[src/rtl/wdog_pkg.sv]
package wdog_pkg;
  localparam int unsigned REG_W  = 16;
  localparam int unsigned ADDR_W = 2;

  localparam logic [ADDR_W-1:0] A_CTL  = 2'd0;
  localparam logic [ADDR_W-1:0] A_SVC  = 2'd1;
  localparam logic [ADDR_W-1:0] A_STAT = 2'd2;

  localparam logic [REG_W-1:0] KEY_ARM  = 16'h5555;
  localparam logic [REG_W-1:0] KEY_FIRE = 16'hAAAA;

  localparam int B_SUSP_STOP = 0;
  localparam int B_SUSP_DBG  = 1;
  localparam int B_EN        = 2;
  localparam int B_TMO_MASK  = 3;
  localparam int B_SWR       = 4;
  localparam int B_SUSP_WAIT = 7;
  localparam int B_WT_LO     = 8;
  localparam int unsigned TO_W = REG_W - B_WT_LO;

  localparam int S_SW  = 0;
  localparam int S_TMO = 1;
endpackage

[src/rtl/wdog_ctrl_reg.sv]
module wdog_ctrl_reg
  import wdog_pkg::*;
(
  input  logic             clk_i,
  input  logic             rst_ni,
  input  logic             we_i,
  input  logic [REG_W-1:0] wdata_i,
  output logic             en_o,
  output logic             tmo_mask_o,
  output logic [2:0]       susp_o,      // {wait, dbg, stop}
  output logic [TO_W-1:0]  wt_o,
  output logic             load_o,
  output logic [TO_W-1:0]  load_val_o,
  output logic             sw_trig_o,
  output logic [REG_W-1:0] rdata_o
);
  logic            en_q, mask_q;
  logic [2:0]      susp_q;
  logic [TO_W-1:0] wt_q;

  always_ff @(posedge clk_i or negedge rst_ni) begin
    if (!rst_ni) begin
      en_q   <= 1'b0;
      mask_q <= 1'b0;
      susp_q <= '0;
      wt_q   <= '0;
    end else if (we_i) begin
      en_q   <= en_q | wdata_i[B_EN];
      mask_q <= wdata_i[B_TMO_MASK];
      susp_q <= {wdata_i[B_SUSP_WAIT], wdata_i[B_SUSP_DBG], wdata_i[B_SUSP_STOP]};
      wt_q   <= wdata_i[REG_W-1 -: TO_W];
    end
  end

  assign load_o     = we_i & wdata_i[B_EN] & ~en_q;
  assign load_val_o = wdata_i[REG_W-1 -: TO_W];
  assign sw_trig_o  = we_i & ~wdata_i[B_SWR];
  assign en_o       = en_q;
  assign tmo_mask_o = mask_q;
  assign susp_o     = susp_q;
  assign wt_o       = wt_q;

  always_comb begin
    rdata_o                  = '0;
    rdata_o[B_SUSP_STOP]     = susp_q[0];
    rdata_o[B_SUSP_DBG]      = susp_q[1];
    rdata_o[B_EN]            = en_q;
    rdata_o[B_TMO_MASK]      = mask_q;
    rdata_o[B_SWR]           = 1'b1;
    rdata_o[B_SUSP_WAIT]     = susp_q[2];
    rdata_o[REG_W-1 -: TO_W] = wt_q;
  end

  AST_EN_STICKY: assert property (@(posedge clk_i) disable iff (!rst_ni)
    en_q |=> en_q);
endmodule

[src/rtl/wdog_key_seq.sv]
module wdog_key_seq
  import wdog_pkg::*;
(
  input  logic             clk_i,
  input  logic             rst_ni,
  input  logic             we_i,
  input  logic [REG_W-1:0] wdata_i,
  output logic             reload_o
);
  logic armed_q;

  always_ff @(posedge clk_i or negedge rst_ni) begin
    if (!rst_ni)   armed_q <= 1'b0;
    else if (we_i) armed_q <= (wdata_i == KEY_ARM);
  end

  assign reload_o = we_i & armed_q & (wdata_i == KEY_FIRE);

  AST_ARM_ON_KEY: assert property (@(posedge clk_i) disable iff (!rst_ni)
    $rose(armed_q) |-> $past(we_i && wdata_i == KEY_ARM));
  AST_ARM_HOLD: assert property (@(posedge clk_i) disable iff (!rst_ni)
    !we_i |=> $stable(armed_q));
endmodule

[src/rtl/wdog_down_cnt.sv]
module wdog_down_cnt #(
  parameter int unsigned TO_W = 8
) (
  input  logic            clk_i,
  input  logic            rst_ni,
  input  logic            ld_i,
  input  logic [TO_W-1:0] ld_val_i,
  input  logic [TO_W-1:0] wt_i,
  input  logic            tick_i,
  input  logic            run_i,
  output logic            expire_o
);
  logic [TO_W-1:0] cnt_q;
  logic            step;

  assign step     = tick_i & run_i & ~ld_i;
  assign expire_o = step & (cnt_q == '0);

  always_ff @(posedge clk_i or negedge rst_ni) begin
    if (!rst_ni)       cnt_q <= '0;
    else if (ld_i)     cnt_q <= ld_val_i;
    else if (expire_o) cnt_q <= wt_i;
    else if (step)     cnt_q <= cnt_q - TO_W'(1);
  end

  AST_TICK_DEC: assert property (@(posedge clk_i) disable iff (!rst_ni)
    (tick_i && run_i && !ld_i && cnt_q != '0) |=> cnt_q == $past(cnt_q) - TO_W'(1));
  AST_SUSP_HOLD: assert property (@(posedge clk_i) disable iff (!rst_ni)
    (!ld_i && !run_i) |=> $stable(cnt_q));
  AST_LOAD_WINS: assert property (@(posedge clk_i) disable iff (!rst_ni)
    ld_i |=> cnt_q == $past(ld_val_i));
endmodule

[src/rtl/wdog_pulse.sv]
module wdog_pulse #(
  parameter int unsigned LEN = 4
) (
  input  logic clk_i,
  input  logic rst_ni,
  input  logic trig_i,
  output logic req_o
);
  localparam int unsigned CW = $clog2(LEN + 1);
  logic [CW-1:0] cnt_q;

  always_ff @(posedge clk_i or negedge rst_ni) begin
    if (!rst_ni)            cnt_q <= '0;
    else if (trig_i)        cnt_q <= CW'(LEN);
    else if (cnt_q != '0)   cnt_q <= cnt_q - CW'(1);
  end

  assign req_o = (cnt_q != '0);

  AST_PULSE_START: assert property (@(posedge clk_i) disable iff (!rst_ni)
    trig_i |=> req_o);
  AST_PULSE_QUIET: assert property (@(posedge clk_i) disable iff (!rst_ni)
    (!trig_i && !req_o) |=> !req_o);
endmodule

[src/rtl/wdog_keyed.sv]
module wdog_keyed
  import wdog_pkg::*;
#(
  parameter int unsigned PULSE_LEN = 4
) (
  input  logic              clk_i,
  input  logic              rst_ni,
  input  logic              tick_i,
  input  logic              we_i,
  input  logic [ADDR_W-1:0] addr_i,
  input  logic [REG_W-1:0]  wdata_i,
  input  logic              stop_i,
  input  logic              dbg_i,
  input  logic              wait_i,
  output logic              rst_req_o,
  output logic [REG_W-1:0]  rdata_o
);
  logic            we_ctl, we_svc, we_stat;
  logic            en, tmo_mask, en_load, sw_trig, reload, expire, fire, trig, run;
  logic [2:0]      susp;
  logic [TO_W-1:0] wt, en_val, ld_val;
  logic [REG_W-1:0] ctl_rdata;
  logic [1:0]      stat_q;

  assign we_ctl  = we_i & (addr_i == A_CTL);
  assign we_svc  = we_i & (addr_i == A_SVC);
  assign we_stat = we_i & (addr_i == A_STAT);

  wdog_ctrl_reg u_ctrl (
    .clk_i, .rst_ni, .we_i(we_ctl), .wdata_i,
    .en_o(en), .tmo_mask_o(tmo_mask), .susp_o(susp), .wt_o(wt),
    .load_o(en_load), .load_val_o(en_val), .sw_trig_o(sw_trig), .rdata_o(ctl_rdata)
  );

  wdog_key_seq u_key (
    .clk_i, .rst_ni, .we_i(we_svc), .wdata_i, .reload_o(reload)
  );

  assign run    = en & ~|(susp & {wait_i, dbg_i, stop_i});
  assign ld_val = en_load ? en_val : wt;

  wdog_down_cnt #(.TO_W(TO_W)) u_cnt (
    .clk_i, .rst_ni, .ld_i(en_load | reload), .ld_val_i(ld_val), .wt_i(wt),
    .tick_i, .run_i(run), .expire_o(expire)
  );

  assign fire = expire & ~tmo_mask;
  assign trig = fire | sw_trig;

  wdog_pulse #(.LEN(PULSE_LEN)) u_pulse (
    .clk_i, .rst_ni, .trig_i(trig), .req_o(rst_req_o)
  );

  // set beats clear
  always_ff @(posedge clk_i or negedge rst_ni) begin
    if (!rst_ni) stat_q <= '0;
    else begin
      stat_q[S_SW]  <= sw_trig | (stat_q[S_SW]  & ~we_stat);
      stat_q[S_TMO] <= fire    | (stat_q[S_TMO] & ~we_stat);
    end
  end

  always_comb begin
    unique case (addr_i)
      A_CTL:   rdata_o = ctl_rdata;
      A_STAT:  rdata_o = {{(REG_W-2){1'b0}}, stat_q};
      default: rdata_o = '0;
    endcase
  end

  AST_TMO_CAUSE: assert property (@(posedge clk_i) disable iff (!rst_ni)
    fire |=> stat_q[S_TMO]);
  AST_MASKED_SILENT: assert property (@(posedge clk_i) disable iff (!rst_ni)
    (expire && tmo_mask) |=> ($stable(stat_q[S_TMO]) || !stat_q[S_TMO]));
  AST_SW_CAUSE: assert property (@(posedge clk_i) disable iff (!rst_ni)
    sw_trig |=> stat_q[S_SW]);
  AST_CAUSE_CLR: assert property (@(posedge clk_i) disable iff (!rst_ni)
    (we_stat && !trig) |=> stat_q == 2'b00);
endmodule

[config.mk]
export PLATFORM = sky130hd
export DESIGN_NAME = wdog_keyed
export DESIGN_NICKNAME = d
export VERILOG_FILES = /design/src/rtl/wdog_pkg.sv /design/src/rtl/wdog_ctrl_reg.sv /design/src/rtl/wdog_key_seq.sv /design/src/rtl/wdog_down_cnt.sv /design/src/rtl/wdog_pulse.sv /design/src/rtl/wdog_keyed.sv
export SDC_FILE = /design/constraint.sdc
export NUM_CORES = 1
export LEC_CHECK = 0
export ABC_AREA = 1
export BUFFER_PORTS_ARGS = -buffer_cell sky130_fd_sc_hd__clkbuf_2
export CORE_AREA = 2 2 82 84
export DETAILED_ROUTE_END_ITERATION = 8
export DIE_AREA = 0 0 84 86
export MAX_ROUTING_LAYER = met4
export PLACE_DENSITY = 0.51
export SYNTH_ARGS = -nofsm -noshare
export SYNTH_HDL_FRONTEND = slang
export SYNTH_HIERARCHICAL = 1
export SYNTH_SLANG_ARGS = --single-unit
[constraint.sdc]
create_clock -name clk_i -period 5.9 [get_ports clk_i]
set_clock_uncertainty 0.15 [all_clocks]
set_input_delay 1.18 -clock clk_i [delete_from_list [all_inputs] [get_ports clk_i]]
set_output_delay 1.18 -clock clk_i [all_outputs]
set_load 0.01 [all_outputs]
==> out/qor.yml <==
outcome:
  outcome: "completed"
grt:
  use_met3_pct: 2.79
  antenna_found_initial: 0
  grt_use_met2_pct: 22.7
  grt_pass1_wl_mm: 7.94
  grt_pass1_vias: 1725
  overflow: 0
  use_met1_pct: 18.3
  grt-busiest-layer: "met2"
  grt_use_total_pct: 14.2
  grt_max_degree: 28
die:
  dieArea_mm2: 0.00722
  die_y_um: 86
  start_util_pct: 34.5
  core-area_mm2: 0.00628
  io_pins: 42
  fp.dieW_um: 84
  std_cell_rows: 29
place:
  gp_congestion: 0.828
  dp_cells: 424
  port_buffers: 39
  dpl.hpwl_mm: 3.72
cts:
  clk_pin_slew_ps: 100
  cts_buffers: 3
  ctsRootBufferMaster: "clkbuf_8"
  cts_tree: "yes"
  cts-resized-gates: 0
  post_cts_buffers: 0
  clock_latency_ps: 280
  clock_path_buffers: 2
  ctsHoldBuffers: 0
  cts.sinks: 27
  h-tree-depth: 1
timing:
  min_period_over_period_pct: 57.9
  timing.setup.tns_ps: 0
  setup_viol_count_final: 0
  tightestPinTransition_ps: 713
  finalCriticalPeriod_ps: 3420
  max_slew_margin_pct: 52.4
  drv_slew: 0
  hold_violations: 0
  fmax_mhz: 293
  whs_ps: 338
  rsz0062_at_grt: "false"
final_layout:
  antennaDiodeCount: 0
  nFillCells: 697
  nets: 380
  layoutNonFillerInstCount: 428
  final_core_util_pct: 36.2
  areaGrowthSynthToFinish_pct: 4.97
  drive_gt1_share_pct: 21.1
drt:
  wl_per_cell_um: 11.0
  drtIter0Drc: 89
  vias: 1823
  drt_pass1_iterations: 4
  drcViolationCount: 0
  viasPerCell: 4.26
  drt.antenna.violating_nets: 0
  routed_wl_mm: 4.70
power_and_ir_drop:
  power.leakage_nw: 1.37
  ir_drop_v: 0.000151
  power_density_mw_per_mm2: 319
  power_uw: 726
worst_hold_path:
  hold_class: "flop to flop"
setup_path:
  startpoint_type: "input pin"
  crit_type: "input pin to flop"
  cp_max_fo: 17
  cp-end-kind: "flop"
  cp.required_ps: 5980
  cp.arrival_ps: 3500
logic_synthesis:
  synth_cells: 336
  ys_ff_latch: 27
  synth_area_mm2: 0.00216
  avgSynthCellArea_um2: 6.44
  synth_top_area_share_pct: 31.2
  synth_seq_area_share_pct: 31.2
  yosysWarnings: 6
  synth_area_leaders: "dfrtp_1 (31%), nand2_1 (22%), buf_4 (9.0%)"
  yosys.area.top_type: "dfrtp_1"
  synth_cell_type_count: 32
run:
  maxCapViolations: 0
-- cell usage in the layout (no fill, tap or decap), drive strengths merged, types with 3 or more instances in the layout --
cell type / synthesis / layout
ha: 3 / 3
nor2: 36 / 36
nand4: 3 / 3
nand2: 131 / 131
o21ai: 11 / 11
clkinv: 2 / 3
xor2: 3 / 3
nand3: 22 / 22
dfrtp: 27 / 27
nor3: 6 / 6
clkbuf: 0 / 42
conb: 2 / 3
inv: 55 / 55
-- layer usage --
layer | routed length (um) | vias up | share of wire (%)
li1 | - | 1006 | -
met1 | 2420 | 788 | 51
met2 | 2080 | 27 | 44
met3 | 156 | 2 | 3.3
met4 | 43 | 0 | 0.92
met5 | 0 | - | 0
-- layout make-up --
cell class                 count  area (um^2)  area share, %
sequential                    27          676           29.7
timing repair buffer          40          203           8.92
multi-input combinational    223         1030           45.4
clock buffer                   3         41.3           1.82
inverter                      57          219           9.64
clock inverter                 1         5.00          0.220
tap                           77         96.3           4.24
-- Yosys cell counts (all sizes together) --
cell    number
a21oi        1
o22ai        1
o21bai       1
o21ai       11
nand3b       1
nand3       22
nor2        36
nor3         6
buf         30
or2          1
nand2      131
clkinv       2
xor2         3
ha           3
nand4        3
conb         2
dfrtp       27
inv         55
-- power by group --
group | total [mW] | switching [mW] | internal (mW)
registers | 0.285 | 0.0465 | 0.238
clock network | 0.113 | 0.0652 | 0.0476
logic | 0.328 | 0.202 | 0.126
-- state kept, by name, indices dropped and copies added, names as in the netlist --
signal and cells:
stat_q 2, u_cnt/cnt_q 8, u_ctrl/en_o 1, u_ctrl/susp_o 3
u_ctrl/tmo_mask_o 1, u_ctrl/wt_o 8, u_key/armed_q 1, u_pulse/cnt_q 3
-- critical path, stage by stage --
cell and delay [ps]:
clkbuf_2 120, inv_2 90, nand2_4 130, nor2_1 120
buf_4 200, nand2_1 90, nor2_1 460, or2_2 270
inv_2 130, nand2_1 320, o21ai_0 190, inv_2 70
nand2_1 60, nand2_1 60
-- logic make-up (layout without fill, tap and decap cells) --
logic type | after synthesis | count (layout) | share of synthesized area, %
AO/OA/AOI/OAI | 14 | 14 | 3.58
flip-flops | 27 | 27 | 31.2
buffers and inverters | 87 | 101 | 21.3
XOR/XNOR | 3 | 3 | 1.21
AND/OR/NAND/NOR | 200 | 200 | 40.6
adder cells (fa/ha/maj) | 3 | 3 | 1.73
other | 2 | 3 | 0.347
-- worst paths after layout --
| check | slack, ps | to | startpoint | depth (start not counted) |
|---|---|---|---|---|
| worst max-delay path | 2480 | u_cnt/cnt_q[7] | addr_i[1] | 14 |
| worst min-delay path | 340 | stat_q[0] | stat_q[0] | 2 |
| worst max register to register | 3680 | u_cnt/cnt_q[7] | u_ctrl/en_o | 8 |
| worst min register to register | 340 | stat_q[0] | stat_q[0] | 2 |
| max in group asynchronous | 4360 | u_cnt/cnt_q[1] | rst_ni | 1 |
| min in group asynchronous | 780 | u_ctrl/tmo_mask_o | rst_ni | 1 |
-- through the flow --
stage	setup slack [ps]	area, um^2
after floorplan	2840	2170
after global placement	2290	2230
after detailed placement	2200	2230
after CTS	2490	2270
after global routing	2140	2270
final	2480	2270
Power figures use the tool's default switching activity.
